$ cat config.mk
export PLATFORM = sky130hd
export DESIGN_NAME = pwr_guard_top
export DESIGN_NICKNAME = d
export VERILOG_FILES = /design/src/rtl/pfg_pkg.sv /design/src/rtl/pfg_seq.sv /design/src/rtl/pfg_batt.sv /design/src/rtl/pfg_gate.sv /design/src/rtl/pwr_guard_top.sv
export SDC_FILE = /design/constraint.sdc
export NUM_CORES = 1
export LEC_CHECK = 0
export CAP_MARGIN = 20
export CELL_PAD_IN_SITES_DETAIL_PLACEMENT = 0
export CELL_PAD_IN_SITES_GLOBAL_PLACEMENT = 1
export CORE_UTILIZATION = 30
export CTS_CLUSTER_SIZE = 16
export DETAILED_ROUTE_END_ITERATION = 8
export PLACE_DENSITY = 0.68
export SYNTH_ARGS = -nofsm -noshare
export SYNTH_HDL_FRONTEND = slang
export SYNTH_SLANG_ARGS = --single-unit
$ cat constraint.sdc
create_clock -name clk -period 4.5 [get_ports clk]
set_input_delay 0.45 -clock clk [delete_from_list [all_inputs] [get_ports clk]]
set_output_delay 0.45 -clock clk [all_outputs]
set_load 0.05 [all_outputs]
$ cat src/rtl/pfg_pkg.sv
package pfg_pkg;
    typedef enum logic [1:0] {
        ST_OFF  = 2'd0,
        ST_HOLD = 2'd1,
        ST_LIVE = 2'd2
    } pfg_state_e;
endpackage

$ cat src/rtl/pfg_seq.sv
module pfg_seq #(
    parameter int REC_CYCLES = 100000
) (
    input  logic clk,
    input  logic rst_n,
    input  logic sup_low,
    output logic live,
    output logic hold
);
    import pfg_pkg::*;

    localparam int CW = (REC_CYCLES < 2) ? 1 : $clog2(REC_CYCLES);
    localparam logic [CW-1:0] LAST = CW'(REC_CYCLES - 1);

    pfg_state_e state_q, state_d;
    logic [CW-1:0] cnt_q, cnt_d;

    always_comb begin
        state_d = state_q;
        cnt_d   = cnt_q;
        unique case (state_q)
            ST_OFF: begin
                cnt_d = '0;
                if (!sup_low) state_d = ST_HOLD;
            end
            ST_HOLD: begin
                if (sup_low) begin
                    state_d = ST_OFF;
                    cnt_d   = '0;
                end else if (cnt_q == LAST) begin
                    state_d = ST_LIVE;
                    cnt_d   = '0;
                end else begin
                    cnt_d = cnt_q + 1'b1;
                end
            end
            ST_LIVE: begin
                if (sup_low) state_d = ST_OFF;
            end
            default: state_d = ST_OFF;
        endcase
    end

    // State register
    always_ff @(posedge clk or negedge rst_n) begin
        if (!rst_n) begin
            state_q <= ST_OFF;
            cnt_q   <= '0;
        end else begin
            state_q <= state_d;
            cnt_q   <= cnt_d;
        end
    end

    // Outputs
    always_comb begin
        live = 1'b0;
        hold = 1'b0;
        unique case (state_q)
            ST_OFF:  ;
            ST_HOLD: hold = 1'b1;
            ST_LIVE: live = 1'b1;
            default: ;
        endcase
    end

    p_off_on_low_r1: assert property (@(posedge clk) disable iff (!rst_n)
        sup_low |=> !live && !hold);
    p_live_after_hold_r2: assert property (@(posedge clk) disable iff (!rst_n)
        $rose(live) |-> $past(hold));
endmodule

$ cat src/rtl/pfg_batt.sv
module pfg_batt (
    input  logic clk,
    input  logic rst_n,
    input  logic below_sw,
    input  logic batt_low,
    input  logic wr_try,
    output logic nok
);
    logic sw_q, wr_q;

    always_ff @(posedge clk or negedge rst_n) begin
        if (!rst_n) begin
            sw_q <= 1'b1;
            wr_q <= 1'b0;
            nok  <= 1'b0;
        end else begin
            sw_q <= below_sw;
            wr_q <= wr_try;
            if (sw_q && !below_sw)
                nok <= batt_low;
            else if (wr_q && !wr_try)
                nok <= 1'b0;
        end
    end

    p_set_needs_low_r3: assert property (@(posedge clk) disable iff (!rst_n)
        $rose(nok) |-> $past(batt_low));
endmodule

$ cat src/rtl/pfg_gate.sv
module pfg_gate (
    input  logic live,
    input  logic nok,
    input  logic ce_n,
    input  logic oe_n,
    input  logic we_n,
    output logic arr_ce_n,
    output logic arr_we_n,
    output logic dq_oe,
    output logic wr_try
);
    logic sel;

    always_comb begin
        sel      = live && !ce_n;
        wr_try   = sel && !we_n;
        arr_ce_n = !sel;
        arr_we_n = !(wr_try && !nok);
        dq_oe    = sel && !oe_n && we_n;
    end
endmodule

$ cat src/rtl/pwr_guard_top.sv
module pwr_guard_top #(
    parameter int REC_CYCLES = 100000
) (
    input  logic clk,
    input  logic rst_n,
    input  logic ce_n,
    input  logic oe_n,
    input  logic we_n,
    input  logic sup_low,
    input  logic sup_below_sw,
    input  logic batt_low,
    output logic arr_ce_n,
    output logic arr_we_n,
    output logic dq_oe,
    output logic batt_nok
);
    logic live, hold, wr_try;

    pfg_seq #(.REC_CYCLES(REC_CYCLES)) u_seq (
        .clk(clk), .rst_n(rst_n), .sup_low(sup_low), .live(live), .hold(hold)
    );

    pfg_batt u_batt (
        .clk(clk), .rst_n(rst_n), .below_sw(sup_below_sw),
        .batt_low(batt_low), .wr_try(wr_try), .nok(batt_nok)
    );

    pfg_gate u_gate (
        .live(live), .nok(batt_nok), .ce_n(ce_n), .oe_n(oe_n), .we_n(we_n),
        .arr_ce_n(arr_ce_n), .arr_we_n(arr_we_n), .dq_oe(dq_oe), .wr_try(wr_try)
    );

    p_protect_r1: assert property (@(posedge clk) disable iff (!rst_n)
        sup_low |=> (arr_ce_n && arr_we_n && !dq_oe));
    p_nok_blocks_r4: assert property (@(posedge clk) disable iff (!rst_n)
        batt_nok |-> arr_we_n);
    p_no_drive_in_write_r6: assert property (@(posedge clk) disable iff (!rst_n)
        dq_oe |-> (arr_we_n && !arr_ce_n));
    p_deselect_r7: assert property (@(posedge clk) disable iff (!rst_n)
        ce_n |-> (arr_ce_n && arr_we_n && !dq_oe));
endmodule

==> metrics.md <==
| Metric | Value |
|---|---|
| DR vias | `945` |
| Register area | `552 um^2` |
| Initial Utilization | `31.6%` |
| # Post-CTS Setup Buffers | `0` |
| Final min period | `2720 ps` |
| RSZ-0062 raised after global routing | `no` |
| CP max FO | `13` |
| DRC | `0` |
| Max clock buf depth | `2` |
| Synth Area in Compound Gates | `15.2%` |
| Worst VDD drop | `0.0879 mV` |
| GPL Wtd Cong | `0.755` |
| Cells on worst reg2reg path | `5` |
| Synth Area in Simple Gates | `27.2%` |
| Cts-stage hold buffer count | `0` |
| Warnings from Yosys | `0` |
| PortBufs | `11` |
| Final Slew Violations | `0` |
| All-Layer GR Usage | `12.6%` |
| Synth cell types | `35` |
| Post-route antenna net violation count | `0` |
| Via density | `5.25` |
| Crit. End Element | `output pin` |
| PwrDens | `266 nW/um^2` |
| Iteration-0 DRC Markers | `38` |
| Final-report hold violation count | `0` |
| Grt ovf | `0` |
| Final Core Density | `37.6%` |
| Most used DFF post-synth | `dfrtp_1` |
| Initial antenna violation count | `0` |
| Synthesized area per cell | `9.86 um^2` |
| Fmax | `368 MHz` |
| Final setup margin | `1780 ps` |
| Mux contribution to synthesized area | `0%` |
| Post-Synth XOR/XNOR Area | `5.97%` |
| Seq/Total Area, Yosys | `47.0%` |
| Post-Synthesis Cells | `119` |
| Pre-Repair DR Iteration Count | `4` |
| Die W | `64.5 um` |
| First-pass GRT wire length | `4060 um` |
| Tcrit/Tclk final | `60.4%` |
| NumNets Final | `142` |
| Number of global-route vias before repair | `868` |
| Fin Setup TNS | `0 ps` |
| EDFF count, synth | `0` |
| FF-to-FF End | `u_seq.cnt_q[13]` |
| Yosys reg bits | `22` |
| Pin count of the biggest net entering global routing | `23` |
| IO Count | `12` |
| CTS Buf Count | `3` |
| FF-to-FF Start | `u_seq.cnt_q[0]` |
| Wire per inst | `12.8 um` |
| Total of max-cap violations | `0` |
| Post-synthesis net count | `128` |
| TritonCTS clock tree | `done` |
| Reg clk slew, reported paths | `80 ps` |
| H-tree Lvls | `1` |
| R2R Setup Slk | `2410 ps` |
| Largest family of logic cells by synthesized area | `simple AND/OR/NAND/NOR gates` |
| Measured slew at the worst slew-check pin | `706 ps` |
| Die ar. | `4170 um^2` |
| Lkg Pwr | `0.524 nW` |
| # fillers | `375` |
| Crit path arrival time | `2270 ps` |
| Share of layout cells above drive strength 1 | `9.85%` |
| Crit Path Category | `reg -> out` |
| Post-synth top area share | `44.8%` |
| Post-Route WL | `2300 um` |
| Pre-CTS WS | `1870 ps` |
| CP Launch Type | `register` |
| Crit. Startpoint | `u_seq.state_q[1]` |
| Critical Path RT | `4050 ps` |
| Worst Clk Skew | `2.52 ps` |
| Multi-input logic area | `581 um^2` |
| CTS sink count | `22` |
| Worst Setup EP | `dq_oe` |
| Post-Layout Cell Count | `180` |
| Fraction of registers with async set/reset | `100%` |
| Cell type with the largest total area after synthesis | `dfrtp_1` |
| Final HPWL DP | `1660 um` |
| Post-CTS resize count | `0` |
| Num rows | `22` |
| Die Y | `64.5 um` |
| Main area contributors after synthesis | `dfrtp_1 45%, xnor2_1 6.0%, a21oi_1 3.8%, o21ai_0 3.4%, nand2_1 3.2%` |
| Synthesized cell area | `1170 um^2` |
| Core Area | `3720 um^2` |
| Path type of the worst min-delay path | `reg -> reg` |
| DP Area | `1330 um^2` |
| Layout area overhead | `19.2%` |
| Clock latency at the later pin of the worst-skew pair | `260 ps` |
| Status | `complete, no violations` |
| Antenna cells | `0` |
| Synth Area in Adders | `1.07%` |
| Post-route cell area | `1400 um^2` |
| Clk root buf | `clkbuf_8` |
| Relative slew slack | `52.9%` |
| Endpoints failing setup | `0` |
| Placed cells | `175` |
==> sequential cells by signal, summed over array words and instances, names as in the netlist <==
signal	cells
u_seq.cnt_q	17
u_batt.nok	1
u_batt.wr_q	1
u_batt.sw_q	1
u_seq.state_q	2
==> synthesized netlist by cell type (2+ instances only) <==
library cell / instances
dfrtp_1: 21
nand2_1: 10
a21oi_1: 9
o21ai_0: 8
xnor2_1: 8
inv_1: 7
or3_1: 5
nand2b_1: 4
nand3_1: 4
nor3_1: 4
a22oi_1: 3
nor2_1: 3
nor4_1: 3
or4_1: 3
clkbuf_1: 2
nand4b_1: 2
nor2b_1: 2
nor3b_1: 2
o211ai_1: 2
o31ai_1: 2
==> final cells by class <==
type / count / area share (%)
Clock buffer: 4 / 3.94
Inverter: 7 / 1.88
Multi-Input combinational cell: 87 / 41.5
Sequential cell: 22 / 39.4
Tap cell: 48 / 4.29
Timing Repair Buffer: 12 / 8.94
==> worst max-delay path, stage by stage, from the launching register on <==
cell and delay [ps]:
dfrtp_1 560, nand2b_1 140, or2_2 300, nor3b_1 170, clkdlybuf4s50_1 830
==> per-layer routing <==
metal  up-vias  part of all wire [%]  global-route usage, %  routed length (um)
li1        457                     -                      -                   -
met1       460                    50                   16.7                1150
met2        24                    45                   19.7                1030
met3         4                   4.1                   2.99                  95
met4         0                   1.1                   5.00                  25
met5         -                     0                      0                   0
==> through the flow <==
| step | total power, mW | hold WS (ps) |
|---|---|---|
| 2_1_floorplan | 0.218 | 154 |
| 3_3_place_gp | 0.232 | 485 |
| 3_5_place_dp | 0.233 | 499 |
| 4_1_cts | 0.378 | 511 |
| 5_1_grt | 0.392 | 537 |
| 6_report | 0.372 | 516 |
==> cell families after synthesis <==
kind of cell / count (synthesis)
buf+inv: 10
simple gates: 51
compound gates: 27
fa+ha+maj: 1
xor+xnor: 8
flops: 22
==> layout by cell type, fill, tap and decap left out, types with 2 or more instances in the layout <==
cell type,count
dfrtp_1,21
clkdlybuf4s50_1,11
xnor2_1,8
o211ai_1,2
o31ai_1,2
or3_1,5
nor4_1,3
inv_1,7
nand3_1,4
nor2_1,3
o21ai_0,8
nor2b_1,2
nand4b_1,2
or4_1,3
nand2b_1,4
a22oi_1,3
nand2_1,10
nor3b_1,2
a21oi_1,9
nor3_1,4
clkbuf_8,4
==> worst min path at each step <==
stage	startpoint	end	slack [ps]	depth (start not counted)
after floorplan	rst_n	u_batt.nok	150	0
final	u_seq.state_q[0]	u_seq.state_q[0]	520	1
after CTS	u_seq.state_q[0]	u_seq.state_q[0]	510	1
after global routing	u_seq.state_q[0]	u_seq.state_q[0]	540	1
after detailed placement	u_seq.state_q[0]	u_seq.state_q[0]	500	1
after global placement	u_seq.state_q[0]	u_seq.state_q[0]	490	1
==> where the power goes <==
part	leakage, nW	switching [mW]	internal (mW)
clock network	0.0288	0.0647	0.0779
registers	0.299	0.00225	0.201
logic	0.196	0.0147	0.0119
No activity file was read; power rests on OpenSTA's default activity.
